<file path="src/rtl/alu_flag_pkg.sv">
package alu_flag_pkg;

   localparam int OP_W = 4;

   typedef enum logic [OP_W-1:0] {
      OP_ADD  = 4'd0,
      OP_SUB  = 4'd1,
      OP_AND  = 4'd2,
      OP_NAND = 4'd3,
      OP_OR   = 4'd4,
      OP_NOR  = 4'd5,
      OP_XOR  = 4'd6,
      OP_XNOR = 4'd7,
      OP_NOT  = 4'd8
   } alu_op_e;

   function automatic logic is_logic_op(input logic [OP_W-1:0] op);
      return (op >= OP_AND) && (op <= OP_NOT);
   endfunction

endpackage

</file>
<file path="src/rtl/alu_arith_unit.sv">
module alu_arith_unit #(
   parameter int WIDTH        = 8,
   parameter bit RIPPLE_ADDER = 1'b1
) (
   input  logic [WIDTH-1:0] a_i,
   input  logic [WIDTH-1:0] b_i,
   input  logic             sub_i,
   output logic [WIDTH-1:0] sum_o,
   output logic             cout_o
);

   logic [WIDTH-1:0] b_eff;

   assign b_eff = b_i ^ {WIDTH{sub_i}};

   generate
      if (RIPPLE_ADDER) begin : g_ripple
         logic [WIDTH:0] c;
         assign c[0] = sub_i;
         for (genvar i = 0; i < WIDTH; i++) begin : g_bit
            logic p;
            assign p          = a_i[i] ^ b_eff[i];
            assign sum_o[i]   = p ^ c[i];
            assign c[i+1]     = (a_i[i] & b_eff[i]) | (c[i] & p);
         end
         assign cout_o = c[WIDTH];
      end else begin : g_behav
         logic [WIDTH:0] full;
         assign full   = {1'b0, a_i} + {1'b0, b_eff} + {{WIDTH{1'b0}}, sub_i};
         assign sum_o  = full[WIDTH-1:0];
         assign cout_o = full[WIDTH];
      end
   endgenerate

endmodule

</file>
<file path="src/rtl/alu_logic_unit.sv">
module alu_logic_unit
   import alu_flag_pkg::*;
#(
   parameter int WIDTH = 8
) (
   input  logic [OP_W-1:0]  op_i,
   input  logic [WIDTH-1:0] a_i,
   input  logic [WIDTH-1:0] b_i,
   output logic [WIDTH-1:0] y_o
);

   logic [WIDTH-1:0] and_v, or_v, xor_v;

   assign and_v = a_i & b_i;
   assign or_v  = a_i | b_i;
   assign xor_v = a_i ^ b_i;

   always_comb begin
      unique case (op_i)
         OP_AND:  y_o = and_v;
         OP_NAND: y_o = ~and_v;
         OP_OR:   y_o = or_v;
         OP_NOR:  y_o = ~or_v;
         OP_XOR:  y_o = xor_v;
         OP_XNOR: y_o = ~xor_v;
         OP_NOT:  y_o = ~a_i;
         default: y_o = '0;
      endcase
   end

endmodule

</file>
<file path="src/rtl/alu_flag_gen.sv">
module alu_flag_gen #(
   parameter int WIDTH = 8
) (
   input  logic             clk,
   input  logic             rst_n,
   input  logic [WIDTH-1:0] res_i,
   input  logic             carry_i,
   input  logic             borrow_i,
   input  logic             srz_i,
   output logic             zero_o,
   output logic             odd_o,
   output logic             even_o,
   output logic             carry_o,
   output logic             borrow_o,
   output logic             sr_zero_o
);

   logic nz;

   assign nz = |res_i;

   always_ff @(posedge clk or negedge rst_n) begin
      if (!rst_n) begin
         zero_o    <= 1'b0;
         odd_o     <= 1'b0;
         even_o    <= 1'b0;
         carry_o   <= 1'b0;
         borrow_o  <= 1'b0;
         sr_zero_o <= 1'b0;
      end else begin
         zero_o    <= ~nz;
         odd_o     <= nz & res_i[0];
         even_o    <= nz & ~res_i[0];
         carry_o   <= carry_i;
         borrow_o  <= borrow_i;
         sr_zero_o <= srz_i;
      end
   end

   AST_PARITY_EXCL: assert property (@(posedge clk) disable iff (!rst_n)
      !(odd_o && even_o));
   AST_ZERO_NO_PARITY: assert property (@(posedge clk) disable iff (!rst_n)
      zero_o |-> (!odd_o && !even_o));
   AST_RANGE_EXCL: assert property (@(posedge clk) disable iff (!rst_n)
      !(carry_o && borrow_o));
   AST_ZERO_FOLLOWS: assert property (@(posedge clk) disable iff (!rst_n)
      1'b1 |=> (zero_o == ($past(res_i) == '0)));
   AST_SRZ_FOLLOWS: assert property (@(posedge clk) disable iff (!rst_n)
      1'b1 |=> (sr_zero_o == $past(srz_i)));

endmodule

</file>
<file path="src/rtl/alu_flagged.sv">
module alu_flagged
   import alu_flag_pkg::*;
#(
   parameter int WIDTH        = 8,
   parameter int SR_WIDTH     = 8,
   parameter bit RIPPLE_ADDER = 1'b1
) (
   input  logic                clk,
   input  logic                rst_n,
   input  logic [OP_W-1:0]     op_i,
   input  logic [WIDTH-1:0]    a_i,
   input  logic [WIDTH-1:0]    b_i,
   input  logic [SR_WIDTH-1:0] mul_sr_i,
   output logic [WIDTH-1:0]    res_o,
   output logic                zero_o,
   output logic                odd_o,
   output logic                even_o,
   output logic                carry_o,
   output logic                borrow_o,
   output logic                sr_zero_o
);

   generate
      if (WIDTH < 2) begin : g_bad_width
         $error("alu_flagged: WIDTH must be at least 2");
      end
      if (SR_WIDTH < 1) begin : g_bad_sr
         $error("alu_flagged: SR_WIDTH must be at least 1");
      end
   endgenerate

   logic [WIDTH-1:0] sum, logic_y, res_d, res_q;
   logic             cout, is_sub, is_add;
   logic             carry_d, borrow_d, carry_q, borrow_q, srz_q;

   assign is_add = (op_i == OP_ADD);
   assign is_sub = (op_i == OP_SUB);

   alu_arith_unit #(
      .WIDTH        (WIDTH),
      .RIPPLE_ADDER (RIPPLE_ADDER)
   ) u_arith (
      .a_i    (a_i),
      .b_i    (b_i),
      .sub_i  (is_sub),
      .sum_o  (sum),
      .cout_o (cout)
   );

   alu_logic_unit #(
      .WIDTH (WIDTH)
   ) u_logic (
      .op_i (op_i),
      .a_i  (a_i),
      .b_i  (b_i),
      .y_o  (logic_y)
   );

   always_comb begin
      res_d    = '0;
      carry_d  = 1'b0;
      borrow_d = 1'b0;
      if (is_add || is_sub) begin
         res_d    = sum;
         carry_d  = is_add & cout;
         borrow_d = is_sub & ~cout;
      end else if (is_logic_op(op_i)) begin
         res_d = logic_y;
      end
   end

   always_ff @(posedge clk or negedge rst_n) begin
      if (!rst_n) begin
         res_q    <= '0;
         carry_q  <= 1'b0;
         borrow_q <= 1'b0;
         srz_q    <= 1'b0;
      end else begin
         res_q    <= res_d;
         carry_q  <= carry_d;
         borrow_q <= borrow_d;
         srz_q    <= ~|mul_sr_i;
      end
   end

   assign res_o = res_q;

   alu_flag_gen #(
      .WIDTH (WIDTH)
   ) u_flags (
      .clk       (clk),
      .rst_n     (rst_n),
      .res_i     (res_q),
      .carry_i   (carry_q),
      .borrow_i  (borrow_q),
      .srz_i     (srz_q),
      .zero_o    (zero_o),
      .odd_o     (odd_o),
      .even_o    (even_o),
      .carry_o   (carry_o),
      .borrow_o  (borrow_o),
      .sr_zero_o (sr_zero_o)
   );

   AST_NOT_IGNORES_B: assert property (@(posedge clk) disable iff (!rst_n)
      (op_i == OP_NOT) |=> (res_q == ~$past(a_i)));
   AST_CARRY_RANGE: assert property (@(posedge clk) disable iff (!rst_n)
      (op_i == OP_ADD) |=> (carry_q == (({1'b0, $past(a_i)} + {1'b0, $past(b_i)}) > (WIDTH+1)'((1 << WIDTH) - 1))));
   AST_BORROW_RANGE: assert property (@(posedge clk) disable iff (!rst_n)
      (op_i == OP_SUB) |=> (borrow_q == ($past(b_i) > $past(a_i))));
   AST_UNUSED_CLEAR: assert property (@(posedge clk) disable iff (!rst_n)
      (op_i > OP_NOT) |=> (res_q == '0 && !carry_q && !borrow_q));

endmodule

</file>
<file path="config.mk">
export PLATFORM = sky130hd
export DESIGN_NAME = alu_flagged
export DESIGN_NICKNAME = d
export VERILOG_FILES = /design/src/rtl/alu_flag_pkg.sv /design/src/rtl/alu_arith_unit.sv /design/src/rtl/alu_logic_unit.sv /design/src/rtl/alu_flag_gen.sv /design/src/rtl/alu_flagged.sv
export SDC_FILE = /design/constraint.sdc
export NUM_CORES = 1
export LEC_CHECK = 0
export ABC_AREA = 1
export CAP_MARGIN = 20
export CORE_ASPECT_RATIO = 0.9
export CORE_MARGIN = 8
export CORE_UTILIZATION = 60
export CTS_CLUSTER_SIZE = 40
export DETAILED_ROUTE_END_ITERATION = 16
export DONT_BUFFER_PORTS = 1
export PLACE_DENSITY_LB_ADDON = 0.3
export SLEW_MARGIN = 20
export SYNTH_ARGS = -nofsm -noshare
export SYNTH_HDL_FRONTEND = slang
export SYNTH_HIERARCHICAL = 1
export SYNTH_SLANG_ARGS = --single-unit
</file>
<file path="constraint.sdc">
create_clock -name clk -period 2.37 [get_ports clk]
set_input_delay 0.237 -clock clk [delete_from_list [all_inputs] [get_ports clk]]
set_output_delay 0.237 -clock clk [all_outputs]
set_load 0.01 [all_outputs]
</file>
==> results of run 1 <==
synthesized netlist by cell type, drive strengths merged:
library cell	instances	area (sq um)
nand3	56	285
inv	71	274
buf	7	78.8
nor3	1	10.0
nand2	81	312
ha	16	200
nor2	46	208
fa	7	140
and3	1	6.26
dfrtp	17	425
clkbuf	1	3.75
kinds of logic (layout without fill, tap and decap cells):
logic type    after synthesis  in the layout
buf+inv                    79             83
fa+ha+maj                  23             23
simple gates              185            185
flops                      17             17
flip-flops by register name, summed over array words and instances (netlist names):
name	flops
u_flags/borrow_o	1
u_flags/even_o	1
borrow_q	1
res_o	8
u_flags/odd_o	1
u_flags/carry_o	1
u_flags/sr_zero_o	1
u_flags/zero_o	1
srz_q	1
carry_q	1
per-stage QoR:
stage	instances	util	instance area (sq um)	hold WS, ns
5_1_grt	350	0.667	2050	0.107
3_3_place_gp	343	0.646	1980	-0.0581
2_1_floorplan	304	-	1970	-0.0586
6_report	350	0.667	2050	0.0783
3_5_place_dp	343	0.646	1980	-0.0581
4_1_cts	350	0.665	2040	0.0745
layer usage:
layer	share of wire	up-vias
met4	0.0092	0
met3	0.087	4
met5	0	-
li1	-	909
met2	0.49	52
met1	0.41	761
path summary, 6_finish.rpt:
path	start	end	slack, ns	depth (start not counted)
worst max-delay path	op_i[3]	res_o[7]	-0.67	18
worst min-delay path	mul_sr_i[4]	srz_q	0.08	3
worst max register to register	res_o[0]	u_flags/even_o	1.44	4
worst min register to register	srz_q	u_flags/sr_zero_o	0.36	0
max in group asynchronous	rst_n	srz_q	1.43	1
min in group asynchronous	rst_n	u_flags/odd_o	0.46	1
repair_timing:
action | 4_1_cts | 5_1_grt
gates resized for setup | 1 | 3
pin swaps | 2 | 1
hold buffers | 1 | 0
hold endpoints to repair | 17 | 0
buffers inserted | 2 | 0
cloned | 0 | 0
setup endpoints to repair | 5 | 5
final cells by class:
class                      instances  share of cell area
sequential                        17               0.208
inverter                          71               0.136
clock buffer                       3              0.0110
timing repair buffer               8              0.0306
tap                               42              0.0257
multi-input combinational        208               0.587
clock inverter                     1             0.00244
power by group through the flow:
stage,combinational (W),clock (W),sequential [W]
final,0.000235,0.000152,0.000343
after global routing,0.000277,0.000169,0.000347
after CTS,0.000232,0.000157,0.000345
after detailed placement,0.000224,0,0.000351
after global placement,0.000217,0,0.000350
after floorplan,0.000189,0,0.000344
worst register-to-register path, stage by stage (launching register included):
cell     delay, ns
dfrtp_1       0.46
nor2_1        0.13
nand2_1       0.06
nor2_2        0.12
nor2_1        0.05
==> results.cfg, run 1 <==
[grt]
grt_overflow = 0
top_usage_layer = met2
grt_util_met2 = 0.291
grt_max_degree = 33
grtUsageMet3 = 0.0563
gr-usage-met1 = 0.188
antenna_found_initial = 0
grt.total_usage = 0.165
grt_pass1_vias = 1630
grt_pass1_wl_mm = 7.38

[timing]
setup_tns_ns = -2.03
period_share = 1.28
setup_viol = 5
fmax_mhz = 328
finalCriticalPeriod_ns = 3.04
slew_headroom = 0.484
finClkSkew_ns = 0.00929
report.final.slew_viol_count = 0
hold_viol = 0
worstMarginPinSlew_ns = 0.771
rsz0062_at_grt = yes
setup_slack_ns = -0.674

[setup_path]
cp_num_buf_inv = 4
cp_common_cell = fa_2
end_kind = flip-flop
cp-start-kind = primary input
required_ns = 2.55
cpPeakStageDelay_ns = 0.42
crit_chain = nor2_4, nand2_2, nor2_4, buf_4, inv_8, nand2_1, nand2_2, fa_2, inv_1, fa_2, fa_2, fa_2, fa_2, fa_2, inv_2, fa_2, nand2_2, nand2_1
path_max_fanout = 5
cpLargestDelayFamily = adder cells
crit_type = in -> reg
arrival_ns = 3.22
slowest_stage = fa_2

[cells_and_area]
fin_nets = 362
drive_gt1_frac = 0.140
multiInputGateArea_sq_um = 1200
final_common_cell = nand2_1
synthToLayoutAreaGrowth_pct = 5.34
layout_common_cells = nand2_1, inv_1, nand3_1
seq_area_sq_um = 425
antenna_cells = 0
fillers = 265

[power_and_ir_drop]
swShare = 0.362
p_clk_frac = 0.208
max-vdd-ir-drop_uv = 285
seq_power_share = 0.470
p_sw_w = 0.000264
intPower_w = 0.000466
p_leak_nw = 1.25
finalPower_w = 0.000730
power.density_nw_per_um2 = 357
comb_power_share = 0.322

[routing]
drt_iter0_drc = 109
wl_per_cell_um = 12.8
wirelength_mm = 4.48
firstDrtPassIters = 4
vias = 1726
final_antenna_net_count = 0
drc = 0
viasPerCell = 4.93

[synthesis]
yosysUniqueCellTypes = 17
synthAdderAreaFrac = 0.175
synth-compound-area-share = 0
synthMuxAreaShare = 0
yosys.area_share.xor_xnor = 0
yosys.area_share.simple = 0.422
synthesis.nets = 357
synthCells = 304
synth_warnings = 6
yosysSeqAreaShare = 0.219
synth_top_family_by_area = simple AND/OR/NAND/NOR gates
postSynthAreaPerCell_sq_um = 6.39
synth_area_sq_um = 1940
synth-seq-cells = 17

[clocking]
htree_num_levels = 1
cts_tree = built
cts_buffers = 3
worstSkewPairLatency_ns = 0.29
clockRootBuffer = clkbuf_4
cts_num_sinks = 17
path_clk_slew_ns = 0.09
clockBufferDepth = 2

[placement]
place_hpwl_mm = 3.62
portBuffers = 0
place_ws_ns = -1.10
gp_congestion = 0.852

[floorplanning]
pin_count = 44
die_w_um = 76.0
initial_core_util = 0.634
die_area_sq_um = 5320
dieHeight_um = 70.0
num_rows = 19
core_sq_um = 3070

[run]
max_cap_viol_count = 0

[status]
violations = negative setup slack
outcome = complete, but fails checks

[min_path]
hold_path_class = in -> reg
Power figures use the tool's default switching activity.
==> inputs of run 2 (changes only) <==
Settings changed: ABC_AREA 1 to default, CELL_PAD_IN_SITES_DETAIL_PLACEMENT from default to 1, CELL_PAD_IN_SITES_GLOBAL_PLACEMENT from default to 2, CORE_UTILIZATION 60 to 42, RECOVER_POWER from default to 50.
==> results.cfg, run 2 <==
[clocking]
cts_buffers = 3
clockRootBuffer = clkbuf_8
clockBufferDepth = 2
cts_tree = built
cts_num_sinks = 17
worstSkewPairLatency_ns = 0.25
path_clk_slew_ns = 0.06
htree_num_levels = 1

[timing]
hold_viol = 0
finalHoldWorstSlack_ns = 0.0567
worstMarginPinSlew_ns = 0.735
finalCriticalPeriod_ns = 3.65
setup_slack_ns = -1.28
setup_viol = 6
fmax_mhz = 274
finClkSkew_ns = 0.00229
rsz0062_at_grt = yes
report.final.slew_viol_count = 0
slew_headroom = 0.509
period_share = 1.54

[synthesis]
synth_area_leader_cell = dfrtp_1
yosysSeqAreaShare = 0.230
synthCells = 188
synth_warnings = 6
yosysUniqueCellTypes = 39
yosys-top-cells-count = inv_1, dfrtp_1, ha_1, nor2b_1
synth_ff_type = dfrtp_1
synth-seq-cells = 17
synth_area_sq_um = 1850
synth.area.top_cells = dfrtp_1, ha_1, fa_1
synth_top_area_frac = 0.230
postSynthAreaPerCell_sq_um = 9.82
async_flop_share = 1.00
synthesis.nets = 241
yosysMostFrequentCell = inv_1
synth_edf_count = 0

[routing]
drt_iter0_drc = 108
final_antenna_net_count = 0
firstDrtPassIters = 4
viasPerCell = 5.56
vias = 1368
wirelength_mm = 4.30
drc = 0
wl_per_cell_um = 17.5

[cells_and_area]
drive_gt1_frac = 0.168
stdcell_area_sq_um = 1990
fin_cells = 246
largest_reg_flops = 8
post-route-util = 0.457
antenna_cells = 0
fillers = 484
fin_nets = 238
final_common_cell = inv_1
synthToLayoutAreaGrowth_pct = 7.59
layout_common_cells = inv_1, dfrtp_1, ha_1

[power_and_ir_drop]
p_leak_nw = 0.909
power.density_nw_per_um2 = 408
max-vdd-ir-drop_uv = 166

[setup_path]
arrival_ns = 3.78
required_ns = 2.50
crit_type = in -> reg
end_kind = flip-flop
cp-start-kind = primary input
path_max_fanout = 18

[status]
outcome = complete, but fails checks
violations = negative setup slack

[grt]
grt_max_degree = 33
grt_overflow = 0
antenna_found_initial = 0
grt_pass1_wl_mm = 7.07
grt_pass1_vias = 1416
grt.total_usage = 0.130

[placement]
placed_cell_area_sq_um = 1870
post-place-cells = 238
gp_congestion = 0.758
portBuffers = 0
place_hpwl_mm = 3.42

[floorplanning]
num_rows = 23
die_area_sq_um = 6780
dieHeight_um = 78.9
die_w_um = 85.9
initial_core_util = 0.425
core_sq_um = 4350
pin_count = 44

[run]
max_cap_viol_count = 0

[min_path]
hold_path_class = in -> reg
-- run 2: cell count changes in the layout (fill, tap and decap cells not counted), moves of 6 or more --
cell	change
a21oi_1	+6
a221o_1	+10
inv_1	-35
nand2_1	-76
nand3_1	-55
nor2_1	-35
nor2b_1	+11
nor4b_1	+8
xnor2_1	+10
xor2_1	+9
-- run 2: path summary, 6_finish.rpt --
path | slack [ns] | cells after the start | endpoint | from
max | -1.28 | 14 | res_o[7] | op_i[2]
max in group asynchronous | 1.46 | 1 | res_o[3] | rst_n
min reg2reg | 0.35 | 0 | u_flags/borrow_o | borrow_q
max reg2reg | 1.09 | 2 | u_flags/even_o | res_o[6]
min | 0.06 | 1 | carry_q | op_i[3]
min in group asynchronous | 0.47 | 1 | res_o[1] | rst_n
-- run 2: worst max-delay path, cell delays in order --
cell and delay [ns]:
or2_4 0.25, nor3b_4 0.24, xor2_2 0.19, fa_2 0.22
inv_2 0.04, fa_2 0.33, fa_2 0.34, fa_2 0.35
fa_2 0.35, fa_2 0.35, inv_2 0.06, fa_2 0.41
nor4b_1 0.15, a221o_1 0.25
-- run 2: report_power, final --
part           leakage (nW)  internal, W  switching (W)
Clock                0.0255     0.000117      0.0000891
Combinational         0.656     0.000144       0.000117
Sequential            0.227     0.000316      0.0000276
-- run 2: cells by family after synthesis --
kind of cell,share of synthesized area
xor gates and xnor gates,0.0948
muxes,0.0115
adders and majority gates,0.184
AOI/OAI and AO/OA,0.186
buffers and inverters,0.119
and+or+nand+nor,0.174
DFF,0.230
-- run 2: what timing repair did --
item,in CTS,in global routing
gates resized for setup,3,3
pin swaps,2,1
hold endpoints to repair,17,0
setup buffers,2,1
setup endpoints to repair,7,7
hold buffers,1,0
-- run 2: area by class of cell --
type | count | area, sq um | share of cell area
tap | 62 | 77.6 | 0.0390
timing repair buffer | 7 | 58.8 | 0.0296
multi-input combinational | 125 | 1260 | 0.635
clock inverter | 1 | 5.00 | 0.00252
sequential | 17 | 425 | 0.214
clock buffer | 3 | 41.3 | 0.0208
inverter | 31 | 116 | 0.0586
-- run 2: layer usage --
layer | routed length [um] | global-route usage | up-vias
met5 | 0 | 0 | -
met4 | 74 | 0.0629 | 0
met3 | 328 | 0.0320 | 7
li1 | - | - | 654
met1 | 1860 | 0.157 | 667
met2 | 2030 | 0.211 | 40
-- run 2: through the flow --
| stage | power (W) | TNS [ns] | worst slack, ns |
|---|---|---|---|
| finish | 0.000811 | -4.94 | -1.28 |
| global placement | 0.000583 | -6.80 | -1.55 |
| global route | 0.000864 | -5.70 | -1.40 |
| detailed placement | 0.000593 | -7.26 | -1.63 |
| floorplan | 0.000574 | -8.14 | -1.74 |
| CTS | 0.000818 | -4.99 | -1.30 |
==> inputs of run 3 (changes only) <==
Settings changed: CORE_UTILIZATION 42 to 39.
Clock period 2.37 ns to 3.45 ns, I/O delays scaled along.
==> results.cfg, run 3 (same netlist as run 2, synthesis figures left out) <==
[setup_path]
end_kind = flip-flop
arrival_ns = 3.94
cp_num_buf_inv = 2
crit_type = in -> reg
cp-start-kind = primary input
worst_r2r_path_depth = 2
cpPeakStageDelay_ns = 0.41
required_ns = 3.58
cp-startpoint = op_i[2]
r2r_slack_ns = 2.13
cpLargestDelayFamily = adder cells
reg2reg_to = u_flags/even_o
path_max_fanout = 18
crit_chain = or2_4, nor3b_4, mux2_2, fa_2, inv_2, fa_2, fa_2, fa_2, fa_2, fa_2, inv_2, fa_2, nor4b_1, a221o_1
slowest_stage = fa_2
cp_common_cell = fa_2
cp.depth = 14
rr_startpoint = res_o[6]
worstSetupEndpoint = res_o[7]

[timing]
report.final.slew_viol_count = 0
finalCriticalPeriod_ns = 3.80
slew_headroom = 0.501
setup_viol = 2
finClkSkew_ns = 0.00329
hold_viol = 0
rsz0062_at_grt = yes
period_share = 1.10
setup_slack_ns = -0.355
fmax_mhz = 263
worstMarginPinSlew_ns = 0.745

[power_and_ir_drop]
finalPower_w = 0.000559
p_clk_frac = 0.259
intPower_w = 0.000395
max-vdd-ir-drop_uv = 117
p_leak_nw = 0.901
seq_power_share = 0.425
comb_power_share = 0.316
power.density_nw_per_um2 = 284
p_sw_w = 0.000164
swShare = 0.294

[clocking]
worstSkewPairLatency_ns = 0.25
htree_num_levels = 1
clockRootBuffer = clkbuf_8
cts_tree = built
cts_buffers = 3
cts_num_sinks = 17
clockBufferDepth = 2
path_clk_slew_ns = 0.06

[floorplanning]
pin_count = 44
initial_core_util = 0.409
die_w_um = 88.5
num_rows = 23
core_sq_um = 4520
die_area_sq_um = 7200
dieHeight_um = 81.3

[cells_and_area]
fin_nets = 238
final_common_cell = inv_1
fin_cells = 246
largest_reg_flops = 8
drive_gt1_frac = 0.152
synthToLayoutAreaGrowth_pct = 6.50
layout_common_cells = inv_1, dfrtp_1, ha_1
antenna_cells = 0

[min_path]
hold_path_class = in -> reg

[status]
violations = negative setup slack
outcome = complete, but fails checks

[placement]
post-place-cells = 238
place_ws_ns = -0.703
gp_congestion = 0.788
portBuffers = 0
place_hpwl_mm = 3.70

[routing]
viasPerCell = 5.66
drt_iter0_drc = 37
wirelength_mm = 4.66
drc = 0
final_antenna_net_count = 0
vias = 1392
firstDrtPassIters = 4
wl_per_cell_um = 18.9

[grt]
grt_max_degree = 33
grt_pass1_vias = 1530
antenna_found_initial = 0
grt_pass1_wl_mm = 7.56
grt_overflow = 0
grt.total_usage = 0.132

[run]
max_cap_viol_count = 0
-- run 3: what timing repair did --
item                                    in CTS  in global routing
endpoints found under the setup margin       2                  3
hold endpoints to repair                    17                  0
hold buffers                                 1                  0
buffers inserted                             2                  1
resized for setup                            1                  1
-- run 3: per-stage QoR --
stage                util  hold WS [ns]  cell area [sq um]  TNS [ns]
finish              0.435         0.159               1970    -0.458
global route        0.435         0.150               1970    -0.728
CTS                 0.432         0.159               1950    -0.464
detailed placement  0.415        0.0500               1870     -1.59
global placement    0.415        0.0499               1870     -1.06
floorplan               -        0.0494               1890     -1.91
-- run 3: layout make-up --
| class | count | area, sq um |
|---|---|---|
| Fill cell | 511 | 2550 |
| Clock buffer | 4 | 45.0 |
| Tap cell | 62 | 77.6 |
| Sequential cell | 17 | 425 |
| Timing Repair Buffer | 7 | 55.1 |
| Multi-Input combinational cell | 125 | 1250 |
| Inverter | 31 | 116 |
-- run 3: how the worst min path moves through the flow --
| stage | startpoint | end | slack [ns] | cells after the start |
|---|---|---|---|---|
| after floorplan | rst_n | borrow_q | 0.05 | 0 |
| after global placement | rst_n | res_o[6] | 0.05 | 0 |
| after detailed placement | rst_n | res_o[6] | 0.05 | 0 |
| after CTS | op_i[3] | borrow_q | 0.16 | 1 |
| after global routing | op_i[0] | carry_q | 0.15 | 1 |
| final | op_i[0] | carry_q | 0.16 | 1 |
-- run 3: power groups by stage --
stage	clock network, W	registers (W)	logic, W
CTS	0.000147	0.000238	0.000177
floorplan	0	0.000236	0.000158
detailed placement	0	0.000242	0.000170
global placement	0	0.000242	0.000160
global route	0.000156	0.000239	0.000200
finish	0.000145	0.000237	0.000177
-- run 3: layer usage --
metal | GRT usage | wire, um
met1 | 0.155 | 1900
met5 | 0 | 0
met3 | 0.0373 | 283
met4 | 0.0152 | 20
met2 | 0.238 | 2460
